### src/rtl/rxu_pkg.sv
package rxu_pkg;
  typedef enum logic [2:0] {
    ST_IDLE, ST_START, ST_DATA, ST_PAR, ST_ADDR, ST_STOP1, ST_STOP2
  } rx_state_t;

  typedef struct packed {
    logic [7:0] data;
    logic       fe;
    logic       pe;
    logic       brk;
    logic       is_addr;
  } rx_char_t;
endpackage

### src/rtl/rxu_deglitch.sv
module rxu_deglitch #(
  parameter int DEGLITCH_CYC = 4
) (
  input  logic clk,
  input  logic rst_n,
  input  logic din,
  output logic dout
);
  localparam int CW = $clog2(DEGLITCH_CYC + 1);

  logic          s0_q, s1_q, out_q, out_n;
  logic [CW-1:0] cnt_q, cnt_n;

  always_comb begin
    out_n = out_q;
    cnt_n = cnt_q;
    if (s1_q == out_q) begin
      cnt_n = '0;
    end else if (cnt_q == CW'(DEGLITCH_CYC - 1)) begin
      out_n = s1_q;
      cnt_n = '0;
    end else begin
      cnt_n = cnt_q + 1'b1;
    end
  end

  always_ff @(posedge clk or negedge rst_n) begin
    if (!rst_n) begin
      s0_q  <= 1'b1;
      s1_q  <= 1'b1;
      out_q <= 1'b1;
      cnt_q <= '0;
    end else begin
      s0_q  <= din;
      s1_q  <= s0_q;
      out_q <= out_n;
      cnt_q <= cnt_n;
    end
  end

  assign dout = out_q;

  // the filtered line only moves to a level the synchronizer already held
  assert_filter_follows_R12: assert property (@(posedge clk) disable iff (!rst_n)
    (out_q != $past(out_q)) |-> ($past(s1_q) == out_q));
endmodule

### src/rtl/rxu_framer.sv
module rxu_framer
  import rxu_pkg::*;
#(
  parameter int OVERSAMPLE = 16,
  parameter int IDLE_BITS  = 10
) (
  input  logic     clk,
  input  logic     rst_n,
  input  logic     soft_rst,
  input  logic     tick,
  input  logic     line,
  input  logic     len8,
  input  logic     par_en,
  input  logic     par_even,
  input  logic     two_stop,
  input  logic     addr_mode,
  output logic     done,
  output rx_char_t chr
);
  localparam int HALF       = OVERSAMPLE / 2;
  localparam int TW         = $clog2(OVERSAMPLE);
  localparam int IDLE_TICKS = IDLE_BITS * OVERSAMPLE + 1;
  localparam int IW         = $clog2(IDLE_TICKS + 1);

  rx_state_t     state_q, state_n;
  logic [TW-1:0] tcnt_q, tcnt_n;
  logic [2:0]    bcnt_q, bcnt_n;
  logic [7:0]    sh_q, sh_n;
  logic          par_q, par_n, adr_q, adr_n, zero_q, zero_n, fe_q, fe_n;
  logic [IW-1:0] icnt_q, icnt_n;
  logic          iseen_q, iseen_n, line_q;
  logic          finish, fe_fin, zero_fin, done_q;
  rx_char_t      chr_q, chr_n;

  always_comb begin
    state_n = state_q; tcnt_n = tcnt_q; bcnt_n = bcnt_q; sh_n = sh_q;
    par_n = par_q; adr_n = adr_q; zero_n = zero_q; fe_n = fe_q;
    icnt_n = icnt_q; iseen_n = iseen_q;
    finish = 1'b0; fe_fin = fe_q; zero_fin = zero_q;
    case (state_q)
      ST_IDLE: begin
        tcnt_n = '0;
        if (line_q && !line) begin
          state_n = ST_START; bcnt_n = '0; zero_n = 1'b1;
          fe_n = 1'b0; par_n = 1'b0; adr_n = 1'b0;
        end
      end
      ST_START: if (tick) begin
        if (tcnt_q == TW'(HALF - 1)) begin
          tcnt_n  = '0;
          state_n = line ? ST_IDLE : ST_DATA;
        end else tcnt_n = tcnt_q + 1'b1;
      end
      default: if (tick) begin
        if (tcnt_q != TW'(OVERSAMPLE - 1)) tcnt_n = tcnt_q + 1'b1;
        else begin
          tcnt_n = '0;
          case (state_q)
            ST_DATA: begin
              sh_n   = {line, sh_q[7:1]};
              zero_n = zero_q & ~line;
              if (bcnt_q == (len8 ? 3'd7 : 3'd6)) begin
                bcnt_n  = '0;
                state_n = par_en ? ST_PAR : (addr_mode ? ST_ADDR : ST_STOP1);
              end else bcnt_n = bcnt_q + 1'b1;
            end
            ST_PAR: begin
              par_n = line; zero_n = zero_q & ~line;
              state_n = addr_mode ? ST_ADDR : ST_STOP1;
            end
            ST_ADDR: begin
              adr_n = line; zero_n = zero_q & ~line; state_n = ST_STOP1;
            end
            ST_STOP1: begin
              fe_fin = ~line; zero_fin = zero_q & ~line;
              fe_n = fe_fin; zero_n = zero_fin;
              if (two_stop) state_n = ST_STOP2;
              else begin finish = 1'b1; state_n = ST_IDLE; end
            end
            ST_STOP2: begin
              fe_fin = fe_q | ~line; fe_n = fe_fin;
              finish = 1'b1; state_n = ST_IDLE;
            end
            default: state_n = ST_IDLE;
          endcase
        end
      end
    endcase

    if (state_q != ST_IDLE || !line) icnt_n = '0;
    else if (tick && icnt_q != IW'(IDLE_TICKS)) icnt_n = icnt_q + 1'b1;
    if (icnt_q == IW'(IDLE_TICKS)) iseen_n = 1'b1;
    if (finish) iseen_n = 1'b0;

    chr_n.data    = len8 ? sh_q : {1'b0, sh_q[7:1]};
    chr_n.fe      = fe_fin;
    chr_n.pe      = par_en && (par_q != ((^chr_n.data) ^ ~par_even));
    chr_n.brk     = zero_fin;
    chr_n.is_addr = addr_mode ? adr_q : iseen_q;

    if (soft_rst) begin
      state_n = ST_IDLE; tcnt_n = '0; icnt_n = '0; iseen_n = 1'b0; finish = 1'b0;
    end
  end

  always_ff @(posedge clk or negedge rst_n) begin
    if (!rst_n) begin
      state_q <= ST_IDLE; tcnt_q <= '0; bcnt_q <= '0; sh_q <= '0;
      par_q <= 1'b0; adr_q <= 1'b0; zero_q <= 1'b0; fe_q <= 1'b0;
      icnt_q <= '0; iseen_q <= 1'b0; line_q <= 1'b1; done_q <= 1'b0;
      chr_q <= '0;
    end else begin
      state_q <= state_n; tcnt_q <= tcnt_n; bcnt_q <= bcnt_n; sh_q <= sh_n;
      par_q <= par_n; adr_q <= adr_n; zero_q <= zero_n; fe_q <= fe_n;
      icnt_q <= icnt_n; iseen_q <= iseen_n; line_q <= line; done_q <= finish;
      if (finish) chr_q <= chr_n;
    end
  end

  assign done = done_q;
  assign chr  = chr_q;

  // a start bit high at its midpoint sends the receiver back to idle
  assert_false_start_R12: assert property (@(posedge clk) disable iff (!rst_n)
    (state_q == ST_START && tick && tcnt_q == TW'(HALF - 1) && line)
    |=> (state_q == ST_IDLE && !done_q));
  // 7-bit characters never carry a set top bit
  assert_seven_bit_top_R2: assert property (@(posedge clk) disable iff (!rst_n)
    (finish && !len8) |=> !chr_q.data[7]);
  // no character completes while soft reset is held
  assert_soft_hold_R13: assert property (@(posedge clk) disable iff (!rst_n)
    soft_rst |=> !done_q);
endmodule

### src/rtl/rxu_holdbuf.sv
module rxu_holdbuf
  import rxu_pkg::*;
(
  input  logic       clk,
  input  logic       rst_n,
  input  logic       soft_rst,
  input  logic       done,
  input  rx_char_t   chr,
  input  logic       wake_only,
  input  logic       keep_err,
  input  logic       rd,
  output logic [7:0] data,
  output logic       ready,
  output logic       is_addr,
  output logic       fe,
  output logic       pe,
  output logic       oe,
  output logic       brk
);
  logic [7:0] data_q, data_n;
  logic       rdy_q, rdy_n, adr_q, adr_n, fe_q, fe_n, pe_q, pe_n;
  logic       oe_q, oe_n, brk_q, brk_n, has_err, accept;

  assign has_err = chr.fe | chr.pe | chr.brk;
  assign accept  = done && (keep_err || !has_err) && (!wake_only || chr.is_addr);

  always_comb begin
    data_n = data_q; rdy_n = rdy_q; adr_n = adr_q;
    fe_n = fe_q; pe_n = pe_q; oe_n = oe_q; brk_n = brk_q;
    if (rd) begin
      rdy_n = 1'b0; adr_n = 1'b0; fe_n = 1'b0;
      pe_n = 1'b0; oe_n = 1'b0; brk_n = 1'b0;
    end
    if (accept) begin
      data_n = chr.data;
      rdy_n  = 1'b1;
      adr_n  = chr.is_addr;
      fe_n   = fe_n | chr.fe;
      pe_n   = pe_n | chr.pe;
      brk_n  = brk_n | chr.brk;
      if (rdy_q && !rd) oe_n = 1'b1;
    end
    if (soft_rst) begin
      rdy_n = 1'b0; adr_n = 1'b0; fe_n = 1'b0;
      pe_n = 1'b0; oe_n = 1'b0; brk_n = 1'b0;
    end
  end

  always_ff @(posedge clk or negedge rst_n) begin
    if (!rst_n) begin
      data_q <= '0; rdy_q <= 1'b0; adr_q <= 1'b0; fe_q <= 1'b0;
      pe_q <= 1'b0; oe_q <= 1'b0; brk_q <= 1'b0;
    end else begin
      data_q <= data_n; rdy_q <= rdy_n; adr_q <= adr_n; fe_q <= fe_n;
      pe_q <= pe_n; oe_q <= oe_n; brk_q <= brk_n;
    end
  end

  assign data = data_q; assign ready = rdy_q; assign is_addr = adr_q;
  assign fe = fe_q; assign pe = pe_q; assign oe = oe_q; assign brk = brk_q;

  // a read with no new character leaves every flag clear
  assert_read_clears_R11: assert property (@(posedge clk) disable iff (!rst_n)
    (rd && !done && !soft_rst) |=> (!rdy_q && !adr_q && !fe_q && !pe_q && !oe_q && !brk_q));
  // a delivery onto an unread character flags overrun
  assert_overrun_R6: assert property (@(posedge clk) disable iff (!rst_n)
    (accept && rdy_q && !rd && !soft_rst) |=> oe_q);
  // a rejected erroneous character leaves the ready flag unchanged
  assert_reject_err_R10: assert property (@(posedge clk) disable iff (!rst_n)
    (done && !keep_err && has_err && !rd && !soft_rst) |=> (rdy_q == $past(rdy_q)));
  // soft reset clears the status
  assert_soft_clear_R13: assert property (@(posedge clk) disable iff (!rst_n)
    soft_rst |=> (!rdy_q && !oe_q && !fe_q && !pe_q && !brk_q));
endmodule

### src/rtl/mp_uart_rx.sv
module mp_uart_rx
  import rxu_pkg::*;
#(
  parameter int OVERSAMPLE   = 16,
  parameter int DEGLITCH_CYC = 4,
  parameter int IDLE_BITS    = 10
) (
  input  logic       clk,
  input  logic       rst_n,
  input  logic       soft_rst,
  input  logic       os_tick,
  input  logic       rx_serial,
  input  logic       cfg_len8,
  input  logic       cfg_par_en,
  input  logic       cfg_par_even,
  input  logic       cfg_two_stop,
  input  logic       cfg_addr_bit_mode,
  input  logic       cfg_wake_filter,
  input  logic       cfg_keep_err,
  input  logic       rd_strobe,
  output logic [7:0] rx_data,
  output logic       rx_ready,
  output logic       rx_is_addr,
  output logic       err_frame,
  output logic       err_parity,
  output logic       err_overrun,
  output logic       err_break,
  output logic       err_any
);
  logic     line_f, chr_done;
  rx_char_t chr;

  rxu_deglitch #(.DEGLITCH_CYC(DEGLITCH_CYC)) u_filt (
    .clk(clk), .rst_n(rst_n), .din(rx_serial), .dout(line_f)
  );

  rxu_framer #(.OVERSAMPLE(OVERSAMPLE), .IDLE_BITS(IDLE_BITS)) u_frm (
    .clk(clk), .rst_n(rst_n), .soft_rst(soft_rst), .tick(os_tick), .line(line_f),
    .len8(cfg_len8), .par_en(cfg_par_en), .par_even(cfg_par_even),
    .two_stop(cfg_two_stop), .addr_mode(cfg_addr_bit_mode),
    .done(chr_done), .chr(chr)
  );

  rxu_holdbuf u_buf (
    .clk(clk), .rst_n(rst_n), .soft_rst(soft_rst), .done(chr_done), .chr(chr),
    .wake_only(cfg_wake_filter), .keep_err(cfg_keep_err), .rd(rd_strobe),
    .data(rx_data), .ready(rx_ready), .is_addr(rx_is_addr),
    .fe(err_frame), .pe(err_parity), .oe(err_overrun), .brk(err_break)
  );

  assign err_any = err_frame | err_parity | err_overrun | err_break;
endmodule

### config.mk
export PLATFORM = sky130hd
export DESIGN_NAME = mp_uart_rx
export DESIGN_NICKNAME = d
export VERILOG_FILES = /design/src/rtl/rxu_pkg.sv /design/src/rtl/rxu_deglitch.sv /design/src/rtl/rxu_framer.sv /design/src/rtl/rxu_holdbuf.sv /design/src/rtl/mp_uart_rx.sv
export SDC_FILE = /design/constraint.sdc
export NUM_CORES = 1
export LEC_CHECK = 0
export ABC_AREA = 1
export BUFFER_PORTS_ARGS = -buffer_cell sky130_fd_sc_hd__buf_2
export CORE_MARGIN = 10
export CORE_UTILIZATION = 35
export CTS_CLUSTER_SIZE = 30
export DETAILED_ROUTE_END_ITERATION = 10
export PLACE_DENSITY = 0.62
export SYNTH_ARGS = -nofsm -noshare
export SYNTH_HDL_FRONTEND = slang
export SYNTH_SLANG_ARGS = --single-unit
### constraint.sdc
create_clock -name clk -period 2.24 [get_ports clk]
set_clock_uncertainty 0.05 [all_clocks]
set_input_delay 0.336 -clock clk [delete_from_list [all_inputs] [get_ports clk]]
set_output_delay 0.336 -clock clk [all_outputs]
set_load 0.01 [all_outputs]
==> results.sh, run 1 <==
export IMPL_ir_drop_uv=304
export IMPL_ctsHtreeMaxLevel=3
export IMPL_end_kind="flop"
export IMPL_drive_gt1_share_pct=18.1
export IMPL_fp_row_count=35
export IMPL_finalCritPeriodShare_pct=83.4
export IMPL_synth_area_sq_um=3280
export IMPL_hp_start="rx_serial"
export IMPL_clk_pin_slew_ns=0.07
export IMPL_synthArstFlopShare_pct=100
export IMPL_whs_path_depth=1
export IMPL_clkLatencyLatePin_ns=0.34
export IMPL_synth_ff_type="dfrtp_1"
export IMPL_p_per_area_nw_per_um2=957
export IMPL_period_minus_slack_ns=1.87
export IMPL_utilization_pct=41.1
export IMPL_yosys_area_top_type_share_pct=46.6
export IMPL_diodes=0
export IMPL_synthTopCellsByCount="nand2_1 (105), dfrtp_1 (61), inv_1 (54), o21ai_0 (42), nor2_1 (22)"
export IMPL_drtIter0Drc=141
export IMPL_r2r_end="u_frm.chr[4]$_DFFE_PN0P_"
export IMPL_hold_viol=0
export IMPL_die_y_microns=117
export IMPL_leakagePower_nw=1.83
export IMPL_p_comb_share_pct=30.5
export IMPL_fin_cells=548
export IMPL_grt_pass1_wl_microns=11200
export IMPL_track_usage_pct=10.1
export IMPL_drc=0
export IMPL_yosys_area_top_type="dfrtp_1"
export IMPL_p_sw_mw=1.33
export IMPL_vias=2580
export IMPL_post_cts_setup_buffers=0
export IMPL_dp_cells=531
export IMPL_cpPeakStageDelay_ns=0.39
export IMPL_cp_start_kind="flop"
export IMPL_fin_tns_setup_ns=0
export IMPL_syn_area_per_cell_sq_um=8.26
export IMPL_critPathKind="flop to flop"
export IMPL_cp_data_required_time_ns=2.47
export IMPL_clock_sinks=65
export IMPL_finalSetupViolCount=0
export IMPL_pwr_share_clk_pct=30.0
export IMPL_multiInputGateArea_sq_um=1370
export IMPL_synth_edf_count=0
export IMPL_tightestPinTransition_ns=0.443
export IMPL_die_w_microns=117
export IMPL_cp_startpoint="u_frm.tcnt_q[0]$_DFFE_PN0P_"
export IMPL_r2r_cells=10
export IMPL_status="complete, no violations"
export IMPL_arrival_ns=2.09
export IMPL_fillers=930
export IMPL_numCtsBuffers=9
export IMPL_reg2reg_slack_ns=0.37
export IMPL_antenna_found_initial=0
export IMPL_p_int_mw=2.29
export IMPL_slowest_stage="dfrtp_1"
export IMPL_routed_wl_microns=6390
export IMPL_maxCapViolCount=0
export IMPL_timing_hold_ws_ns=0.0438
export IMPL_vias_per_cell=4.71
export IMPL_antenna_left=0
export IMPL_grt_overflow=0
export IMPL_fin_nets=450
export IMPL_max_slew_margin_rel_pct=70.4
export IMPL_holdPathEnd="u_filt.s0_q$_DFF_PN1_"
export IMPL_clockRootBuffer="clkbuf_8"
export IMPL_die_area_sq_um=13600
export IMPL_pwr_share_seq_pct=39.5
export IMPL_area_delta_synth_final_pct=15.2
export IMPL_reg2reg_from="u_frm.tcnt_q[0]$_DFFE_PN0P_"
export IMPL_ys_seq_elements=65
export IMPL_wl_per_cell_microns=11.7
export IMPL_netSwitchingFraction_pct=36.7
export IMPL_synth_most_common_cell="nand2_1"
export IMPL_cp_common_cell="nand2_1"
export IMPL_total_power_mw=3.61
export IMPL_start_util_pct=35.6
export IMPL_dp_final_hpwl_microns=4780
export IMPL_crit_fanout=14
export IMPL_fin_ws_ns=0.372
export IMPL_grt_pass1_vias=2462
export IMPL_grt_start_max_net_pins=66
export IMPL_ys_warn_count=0
export IMPL_dp_slack_ns=0.375
export IMPL_seqCellArea_sq_um=1630
export IMPL_cts_tree="done"
export IMPL_design_area_sq_um=3780
export IMPL_fmax_ghz=0.535
export IMPL_gp_congestion=0.863
export IMPL_worstHoldPathType="input pin to flop"
export IMPL_synthDistinctLibCells=38
export IMPL_dr_pass1_iters=4
export IMPL_synth_fp_nets=415
export IMPL_synthCells=397
export IMPL_core_sq_um=9200
export IMPL_io_pins=28
export IMPL_ys_seq_area_share_pct=49.8
export IMPL_synth_area_leaders="dfrtp_1 (47%), nand2_1 (12%), o21ai_0 (6.4%)"
export IMPL_dpl_instance_area_sq_um=3550
export IMPL_io_buffer_count=27
export IMPL_crit_chain="ha_1 > nand2_1 > nor2_1 > nand2_1 > nor2_4 > o21ai_2 > nor2_4 > buf_12 > nand2_1 > o21ai_2"
export IMPL_slew_violations=0
export IMPL_cts_buffer_depth=2
export IMPL_rsz0062_at_grt="false"
==> metal layers <==
layer	up-vias	part of all wire [%]	global-route usage (%)
met3	10	4.0	2.29
met2	51	42	15.1
met5	-	0	0
li1	1349	-	-
met1	1170	51	13.4
met4	0	2.1	4.94
==> area by class of cell <==
| cell class | count | share of cell area (%) |
|---|---|---|
| clock inverter | 7 | 2.52 |
| inverter | 60 | 6.03 |
| clock buffer | 9 | 3.28 |
| tap | 111 | 3.68 |
| sequential | 65 | 43.2 |
| timing repair buffer | 31 | 5.10 |
| multi-input combinational | 265 | 36.2 |
==> power groups by stage <==
stage	clock (mW)	sequential [mW]	combinational [mW]
after CTS	1.11	1.43	1.10
after detailed placement	0	1.45	1.09
after floorplan	0	1.41	0.877
after global placement	0	1.45	1.08
final	1.09	1.43	1.10
after global routing	1.16	1.45	1.23
==> state kept, by name, summed over array words and instances (netlist names) <==
register       count
u_frm.adr_q        1
u_frm.iseen_q      1
u_frm.chr         12
u_filt.s0_q        1
u_frm.tcnt_q       4
u_buf.ready        1
u_frm.fe_q         1
u_buf.brk          1
u_buf.fe           1
u_frm.line_q       1
u_buf.data         8
u_frm.sh_q         8
u_buf.oe           1
u_filt.dout        1
u_filt.s1_q        1
u_buf.is_addr      1
u_frm.zero_q       1
u_frm.state_q      3
u_filt.cnt_q       3
u_frm.done         1
u_buf.pe           1
u_frm.bcnt_q       3
u_frm.par_q        1
u_frm.icnt_q       8
==> cells in the final DEF, fill, tap and decap left out, types with 2 or more instances in the layout <==
cell type | Yosys | routed
o211ai_1 | 2 | 2
nand3_1 | 17 | 17
inv_2 | 4 | 4
nor3_1 | 5 | 5
a21oi_1 | 16 | 16
clkinv_4 | 0 | 2
a211oi_1 | 2 | 2
o21ai_0 | 42 | 42
bufinv_16 | 0 | 2
xnor2_1 | 2 | 2
ha_1 | 5 | 5
nor2_4 | 3 | 3
o22ai_1 | 4 | 4
nand4_1 | 3 | 3
o21ai_2 | 10 | 10
clkbuf_8 | 0 | 9
nand2_1 | 105 | 105
nor3b_1 | 2 | 2
o21ai_1 | 6 | 6
nor2_1 | 22 | 22
buf_2 | 3 | 27
nand3_2 | 2 | 2
a21oi_2 | 2 | 2
nand2_2 | 2 | 2
nand3b_1 | 2 | 2
inv_1 | 54 | 54
clkinv_2 | 0 | 2
buf_12 | 0 | 2
nand2_4 | 3 | 3
dfrtp_1 | 61 | 61
dfstp_2 | 4 | 4
==> how the worst max path moves through the flow <==
stage,to,slack [ns],cells after the start
2_1_floorplan,u_frm.chr[0]$_DFFE_PN0P_,0.62,9
3_3_place_gp,u_frm.chr[4]$_DFFE_PN0P_,0.41,10
3_5_place_dp,u_frm.chr[4]$_DFFE_PN0P_,0.37,10
4_1_cts,u_frm.chr[4]$_DFFE_PN0P_,0.35,10
5_1_grt,u_frm.chr[4]$_DFFE_PN0P_,0.17,10
6_report,u_frm.chr[4]$_DFFE_PN0P_,0.37,10
==> cell families (layout without fill, tap and decap cells) <==
| kind of cell | count (synthesis) | count (layout) | share of synthesized area [%] |
|---|---|---|---|
| buffers and inverters | 67 | 107 | 8.55 |
| and+or+nand+nor | 168 | 168 | 23.1 |
| DFF | 65 | 65 | 49.8 |
| adders and majority gates | 5 | 5 | 1.91 |
| xor gates and xnor gates | 3 | 3 | 0.802 |
| AOI/OAI and AO/OA | 89 | 89 | 15.8 |
==> critical path, delay by kind of cell, from the launching register on <==
kind / cells / cell delay [ns]
buffers and inverters: 1 / 0.18
AOI/OAI and AO/OA: 2 / 0.14
and+or+nand+nor: 6 / 0.86
DFF: 1 / 0.39
adders and majority gates: 1 / 0.18
==> repair_timing <==
| action | CTS | global route |
|---|---|---|
| gates resized for setup | 0 | 0 |
| hold buffers | 1 | 0 |
| endpoints found under the hold margin | 61 | 0 |
No activity file was read; power rests on OpenSTA's default activity.
==> run 2: changes to the inputs <==
--- a/config.mk
+++ b/config.mk
@@ -11,7 +11,7 @@
 export CORE_UTILIZATION = 35
 export CTS_CLUSTER_SIZE = 30
 export DETAILED_ROUTE_END_ITERATION = 10
-export PLACE_DENSITY = 0.62
+export PLACE_DENSITY = 0.63
 export SYNTH_ARGS = -nofsm -noshare
 export SYNTH_HDL_FRONTEND = slang
 export SYNTH_SLANG_ARGS = --single-unit
==> constraint.sdc (replaced) <==
create_clock -name clk -period 1.5 [get_ports clk]
set_clock_uncertainty 0.05 [all_clocks]
set_input_delay 0.225 -clock clk [delete_from_list [all_inputs] [get_ports clk]]
set_output_delay 0.225 -clock clk [all_outputs]
set_load 0.01 [all_outputs]
==> run 2 against run 1 <==
Compared with the run above:
- the flow now finishes with violations (setup timing)
- via count rose by 12%
- core utilization rose by 8.6 points
- total power up 82%
- sequential power rose by 48%
- cell count rose by 11%
- die area is the same
- sequential cell count unchanged
- global-route usage rose by 1.3 points
- hold slack better by 0.056 ns
- first-iteration DRC count rose by 23%
- combinational power grew to 2.8 times the previous value
==> results.sh, run 2 (same netlist as run 1, synthesis figures left out) <==
export IMPL_critPathKind="flop to flop"
export IMPL_vias=2895
export IMPL_die_area_sq_um=13600
export IMPL_cpPeakStageDelay_ns=0.40
export IMPL_cts_buffer_depth=2
export IMPL_whs_path_depth=4
export IMPL_layout_commonest_cell="nand2_1"
export IMPL_finalCritPeriodShare_pct=113
export IMPL_arrival_ns=1.92
export IMPL_max_slew_margin_rel_pct=68.0
export IMPL_clockRootBuffer="clkbuf_8"
export IMPL_r2r_cells=11
export IMPL_finalSetupViolCount=35
export IMPL_worstHoldPathType="input pin to flop"
export IMPL_clock_sinks=65
export IMPL_total_power_mw=6.56
export IMPL_ir_drop_uv=546
export IMPL_antenna_found_initial=0
export IMPL_gp_congestion=0.867
export IMPL_tightestPinTransition_ns=0.475
export IMPL_core_sq_um=9200
export IMPL_clkLatencyLatePin_ns=0.34
export IMPL_antenna_left=0
export IMPL_io_buffer_count=27
export IMPL_crit_chain="ha_4 > nand2_4 > nor2_4 > nand2_4 > nor2_4 > o21ai_4 > nor2_4 > buf_4 > buf_4 > nand3_2 > o21ai_2"
export IMPL_layout_common_cells="nand2_1 (87), dfrtp_1 (59), buf_4 (52), inv_1 (48), buf_2 (27)"
export IMPL_fin_nets=512
export IMPL_cp_start_kind="flop"
export IMPL_end_kind="flop"
export IMPL_crit_fanout=4
export IMPL_timing_hold_ws_ns=0.0998
export IMPL_fmax_ghz=0.588
export IMPL_drtIter0Drc=173
export IMPL_maxCapViolCount=0
export IMPL_dp_final_hpwl_microns=5330
export IMPL_routed_wl_microns=7970
export IMPL_cp_common_cell="nor2_4"
export IMPL_fin_ws_ns=-0.200
export IMPL_grt_overflow=0
export IMPL_reg2reg_slack_ns=-0.20
export IMPL_dr_pass1_iters=4
export IMPL_design_area_sq_um=4570
export IMPL_ctsHtreeMaxLevel=3
export IMPL_dp_slack_ns=-0.170
export IMPL_leakagePower_nw=2.22
export IMPL_drc=0
export IMPL_dpl_instance_area_sq_um=3880
export IMPL_hold_viol=0
export IMPL_path_delay_family="simple AND/OR/NAND/NOR gates"
export IMPL_wl_per_cell_microns=13.1
export IMPL_worst_path_stages=11
export IMPL_die_y_microns=117
export IMPL_diodes=0
export IMPL_drive_gt1_share_pct=39.5
export IMPL_p_per_area_nw_per_um2=1440
export IMPL_r2r_end="u_frm.chr[1]$_DFFE_PN0P_"
export IMPL_track_usage_pct=11.4
export IMPL_grt_pass1_vias=2700
export IMPL_cp_startpoint="u_frm.tcnt_q[0]$_DFFE_PN0P_"
export IMPL_area_delta_synth_final_pct=39.3
export IMPL_grt_start_max_net_pins=66
export IMPL_numCtsBuffers=9
export IMPL_fp_row_count=35
export IMPL_vias_per_cell=4.75
export IMPL_cp_num_buf_inv=2
export IMPL_clk_pin_slew_ns=0.07
export IMPL_largest_reg_flops=12
export IMPL_status="finished, violations left"
export IMPL_grt_pass1_wl_microns=12500
export IMPL_crit_end="u_frm.chr[1]$_DFFE_PN0P_"
export IMPL_start_util_pct=35.6
export IMPL_slowest_stage="dfrtp_1"
export IMPL_cts_tree="done"
export IMPL_die_w_microns=117
export IMPL_cp_data_required_time_ns=1.72
export IMPL_io_pins=28
export IMPL_slew_violations=0
export IMPL_violations="setup timing"
export IMPL_rsz0062_at_grt="true"
export IMPL_reg2reg_from="u_frm.tcnt_q[0]$_DFFE_PN0P_"
export IMPL_period_minus_slack_ns=1.70
## run 2: layer usage
metal / vias to the layer above / GRT usage [%] / routed length [microns]
met5: - / 0 / 0
met1: 1356 / 14.1 / 3560
li1: 1478 / - / -
met2: 51 / 18.7 / 3950
met3: 10 / 3.21 / 327
met4: 0 / 3.79 / 133
## run 2: what timing repair did
item                                   CTS  global route
pin swaps                                8            27
setup buffers                            9            11
endpoints found under the hold margin   62             0
resized for setup                       45            57
setup endpoints to repair               40            42
hold buffers                             2             0
gates cloned                             1             1
## run 2: stage by stage
step	utilization, %	std cells	TNS [ns]
after global placement	42.2	572	-1.80
final	49.7	610	-4.10
after floorplan	-	397	-0.332
after CTS	46.9	600	-2.54
after detailed placement	42.2	572	-3.44
after global routing	49.7	610	-7.09
## run 2: report_power, final
part / switching (mW) / total [mW] / internal [mW] / leakage [nW]
logic: 1.70 / 3.10 / 1.40 / 1.31
clock network: 0.704 / 1.35 / 0.643 / 0.0805
registers: 0.159 / 2.12 / 1.96 / 0.827
total: 2.56 / 6.56 / 4.00 / 2.22
## run 2: how the worst min path moves through the flow
stage                          from  slack [ns]                        end
final                     rd_strobe         0.1    u_buf.ready$_DFFE_PN0P_
after CTS                 rd_strobe        0.09    u_buf.ready$_DFFE_PN0P_
after floorplan               rst_n       -0.12        u_buf.brk$_DFF_PN0_
after detailed placement      rst_n        0.22  u_buf.data[5]$_DFFE_PN0P_
after global routing      rd_strobe        0.11    u_buf.ready$_DFFE_PN0P_
after global placement        rst_n        0.22  u_buf.data[6]$_DFFE_PN0P_
## run 2: final cells by class
class	instances	area (sq um)
Clock buffer	10	138
Tap cell	111	139
Sequential cell	65	1630
Inverter	60	240
Fill cell	852	4630
Timing Repair Buffer	93	737
Multi-Input combinational cell	265	1640
Clock inverter	6	43.8
## run 2: tightest hold or removal path: stages
cell,delay (ns)
buf_2,0.08
nor2_1,0.05
nand2_1,0.06
nand2_1,0.05
==> run 3: changes to the inputs <==
--- a/config.mk
+++ b/config.mk
@@ -15,3 +15,4 @@
 export SYNTH_ARGS = -nofsm -noshare
 export SYNTH_HDL_FRONTEND = slang
 export SYNTH_SLANG_ARGS = --single-unit
+export TNS_END_PERCENT = 1
==> run 3 against run 2 <==
Compared with the run above:
- the run still ends with setup timing left
- register-to-register slack gained 0.08 ns
- routed wire length shrank 11%
- core utilization shrank 4.6 points
- worst setup slack gained 0.081 ns
- final area shrank 9.3%
- combinational power shrank 20%
- via count shrank 4.2%
- first-iteration DRC count shrank 13%
- total power shrank 7.8%
- sequential cell count is the same
- non-clock buffer count shrank 22
- critical endpoint is now u_frm.chr[3]$_DFFE_PN0P_
- highest routed layer unchanged
==> results.sh, run 3 (same netlist as run 1, synthesis figures left out) <==
export IMPL_status="finished, violations left"
export IMPL_violations="setup timing"
export IMPL_numCtsBuffers=9
export IMPL_period_minus_slack_ns=1.62
export IMPL_leakagePower_nw=2.03
export IMPL_die_area_sq_um=13600
export IMPL_design_area_sq_um=4140
export IMPL_arrival_ns=1.86
export IMPL_gp_congestion=0.848
export IMPL_area_delta_synth_final_pct=26.3
export IMPL_cp_start_kind="flop"
export IMPL_dr_pass1_iters=4
export IMPL_wl_per_cell_microns=12.0
export IMPL_die_w_microns=117
export IMPL_ir_drop_uv=585
export IMPL_pwr_share_clk_pct=24.9
export IMPL_cp_data_required_time_ns=1.74
export IMPL_end_kind="flop"
export IMPL_dp_cells=570
export IMPL_track_usage_pct=11.3
export IMPL_clkLatencyLatePin_ns=0.36
export IMPL_crit_fanout=5
export IMPL_cts_tree="done"
export IMPL_dp_final_hpwl_microns=5320
export IMPL_p_sw_mw=2.15
export IMPL_fmax_ghz=0.618
export IMPL_fin_nets=490
export IMPL_clock_sinks=65
export IMPL_diodes=0
export IMPL_pwr_share_seq_pct=34.3
export IMPL_fin_ws_ns=-0.119
export IMPL_p_int_mw=3.90
export IMPL_maxCapViolCount=0
export IMPL_layout_commonest_cell="nand2_1"
export IMPL_clockRootBuffer="clkbuf_8"
export IMPL_io_pins=28
export IMPL_core_sq_um=9200
export IMPL_fp_row_count=35
export IMPL_ctsHtreeMaxLevel=3
export IMPL_io_buffer_count=27
export IMPL_fin_cells=588
export IMPL_drtIter0Drc=151
export IMPL_tightestPinTransition_ns=0.360
export IMPL_drc=0
export IMPL_finalCritPeriodShare_pct=108
export IMPL_critPathKind="flop to flop"
export IMPL_vias_per_cell=4.72
export IMPL_largest_reg_flops=12
export IMPL_grt_overflow=0
export IMPL_antenna_found_initial=0
export IMPL_hold_viol=0
export IMPL_dpl_instance_area_sq_um=3880
export IMPL_grt_start_max_net_pins=66
export IMPL_antenna_left=0
export IMPL_slew_violations=0
export IMPL_netSwitchingFraction_pct=35.6
export IMPL_grt_pass1_vias=2670
export IMPL_vias=2774
export IMPL_start_util_pct=35.6
export IMPL_max_slew_margin_rel_pct=75.7
export IMPL_layout_common_cells="nand2_1 (99), dfrtp_1 (60), inv_1 (53), o21ai_0 (37), buf_4 (37)"
export IMPL_cts_buffer_depth=2
export IMPL_worstHoldPathType="input pin to flop"
export IMPL_p_per_area_nw_per_um2=1460
export IMPL_routed_wl_microns=7080
export IMPL_clk_pin_slew_ns=0.08
export IMPL_finalSetupViolCount=29
export IMPL_p_comb_share_pct=40.8
export IMPL_die_y_microns=117
export IMPL_rsz0062_at_grt="true"
export IMPL_drive_gt1_share_pct=27.7
export IMPL_grt_pass1_wl_microns=12200
## run 3: path summary, 6_finish.rpt
| kind | from | endpoint | slack, ns | depth (start not counted) |
|---|---|---|---|---|
| hold / removal | rd_strobe | u_buf.ready$_DFFE_PN0P_ | 0.07 | 4 |
| setup reg to reg | u_frm.tcnt_q[0]$_DFFE_PN0P_ | u_frm.chr[3]$_DFFE_PN0P_ | -0.12 | 10 |
| hold reg to reg | u_filt.s0_q$_DFF_PN1_ | u_filt.s1_q$_DFF_PN1_ | 0.31 | 0 |
| min in group asynchronous | rst_n | u_buf.brk$_DFF_PN0_ | 0.36 | 3 |
| setup / recovery | u_frm.tcnt_q[0]$_DFFE_PN0P_ | u_frm.chr[3]$_DFFE_PN0P_ | -0.12 | 10 |
| max in group asynchronous | rst_n | u_filt.s1_q$_DFF_PN1_ | 0.70 | 3 |
## run 3: worst max-delay path, stage by stage, from the launching register on
cell and delay, ns:
dfrtp_1 0.36, ha_2 0.19, nand2_2 0.07, nor2_4 0.12, nand2_4 0.08, nor2_4 0.09
o21ai_2 0.08, nor2_4 0.20, buf_4 0.18, nand2_1 0.08, o21ai_2 0.06
## run 3: per-layer routing
metal | routed length, microns | global-route usage, % | share of wire (%)
met4 | 158 | 5.19 | 2.2
met3 | 444 | 3.21 | 6.3
met5 | 0 | 0 | 0
met1 | 3270 | 14.0 | 46
met2 | 3210 | 17.7 | 45
## run 3: timing repair
action,CTS,global route
hold endpoints to repair,62,0
pin swaps,1,5
gates cloned,0,0
setup endpoints to repair,39,43
setup buffers,0,0
hold buffers,2,0
resized for setup,7,12
## run 3: through the flow
step / power (mW) / setup slack [ns] / util, % / hold slack (ns) / setup TNS [ns]
6_report: 6.05 / -0.119 / 45.0 / 0.0671 / -2.00
5_1_grt: 6.50 / -0.255 / 45.0 / 0.0938 / -6.61
4_1_cts: 6.07 / -0.151 / 44.8 / 0.0603 / -2.41
3_5_place_dp: 4.49 / -0.135 / 42.2 / 0.217 / -2.40
2_1_floorplan: 3.41 / -0.0503 / - / -0.121 / -0.332
3_3_place_gp: 4.45 / -0.0898 / 42.2 / 0.215 / -1.58
## run 3: power groups by stage
stage | clock network [mW] | registers, mW | logic (mW)
finish | 1.50 | 2.08 | 2.47
global route | 1.63 | 2.10 | 2.77
CTS | 1.55 | 2.08 | 2.45
detailed placement | 0 | 2.11 | 2.38
global placement | 0 | 2.10 | 2.35
floorplan | 0 | 2.10 | 1.31
## run 3: final cells by class
type	count	area (sq um)
fill	896	5050
inverter	60	228
multi-input combinational	265	1420
tap	111	139
clock buffer	11	141
clock inverter	5	55.1
sequential	65	1630
timing repair buffer	71	524
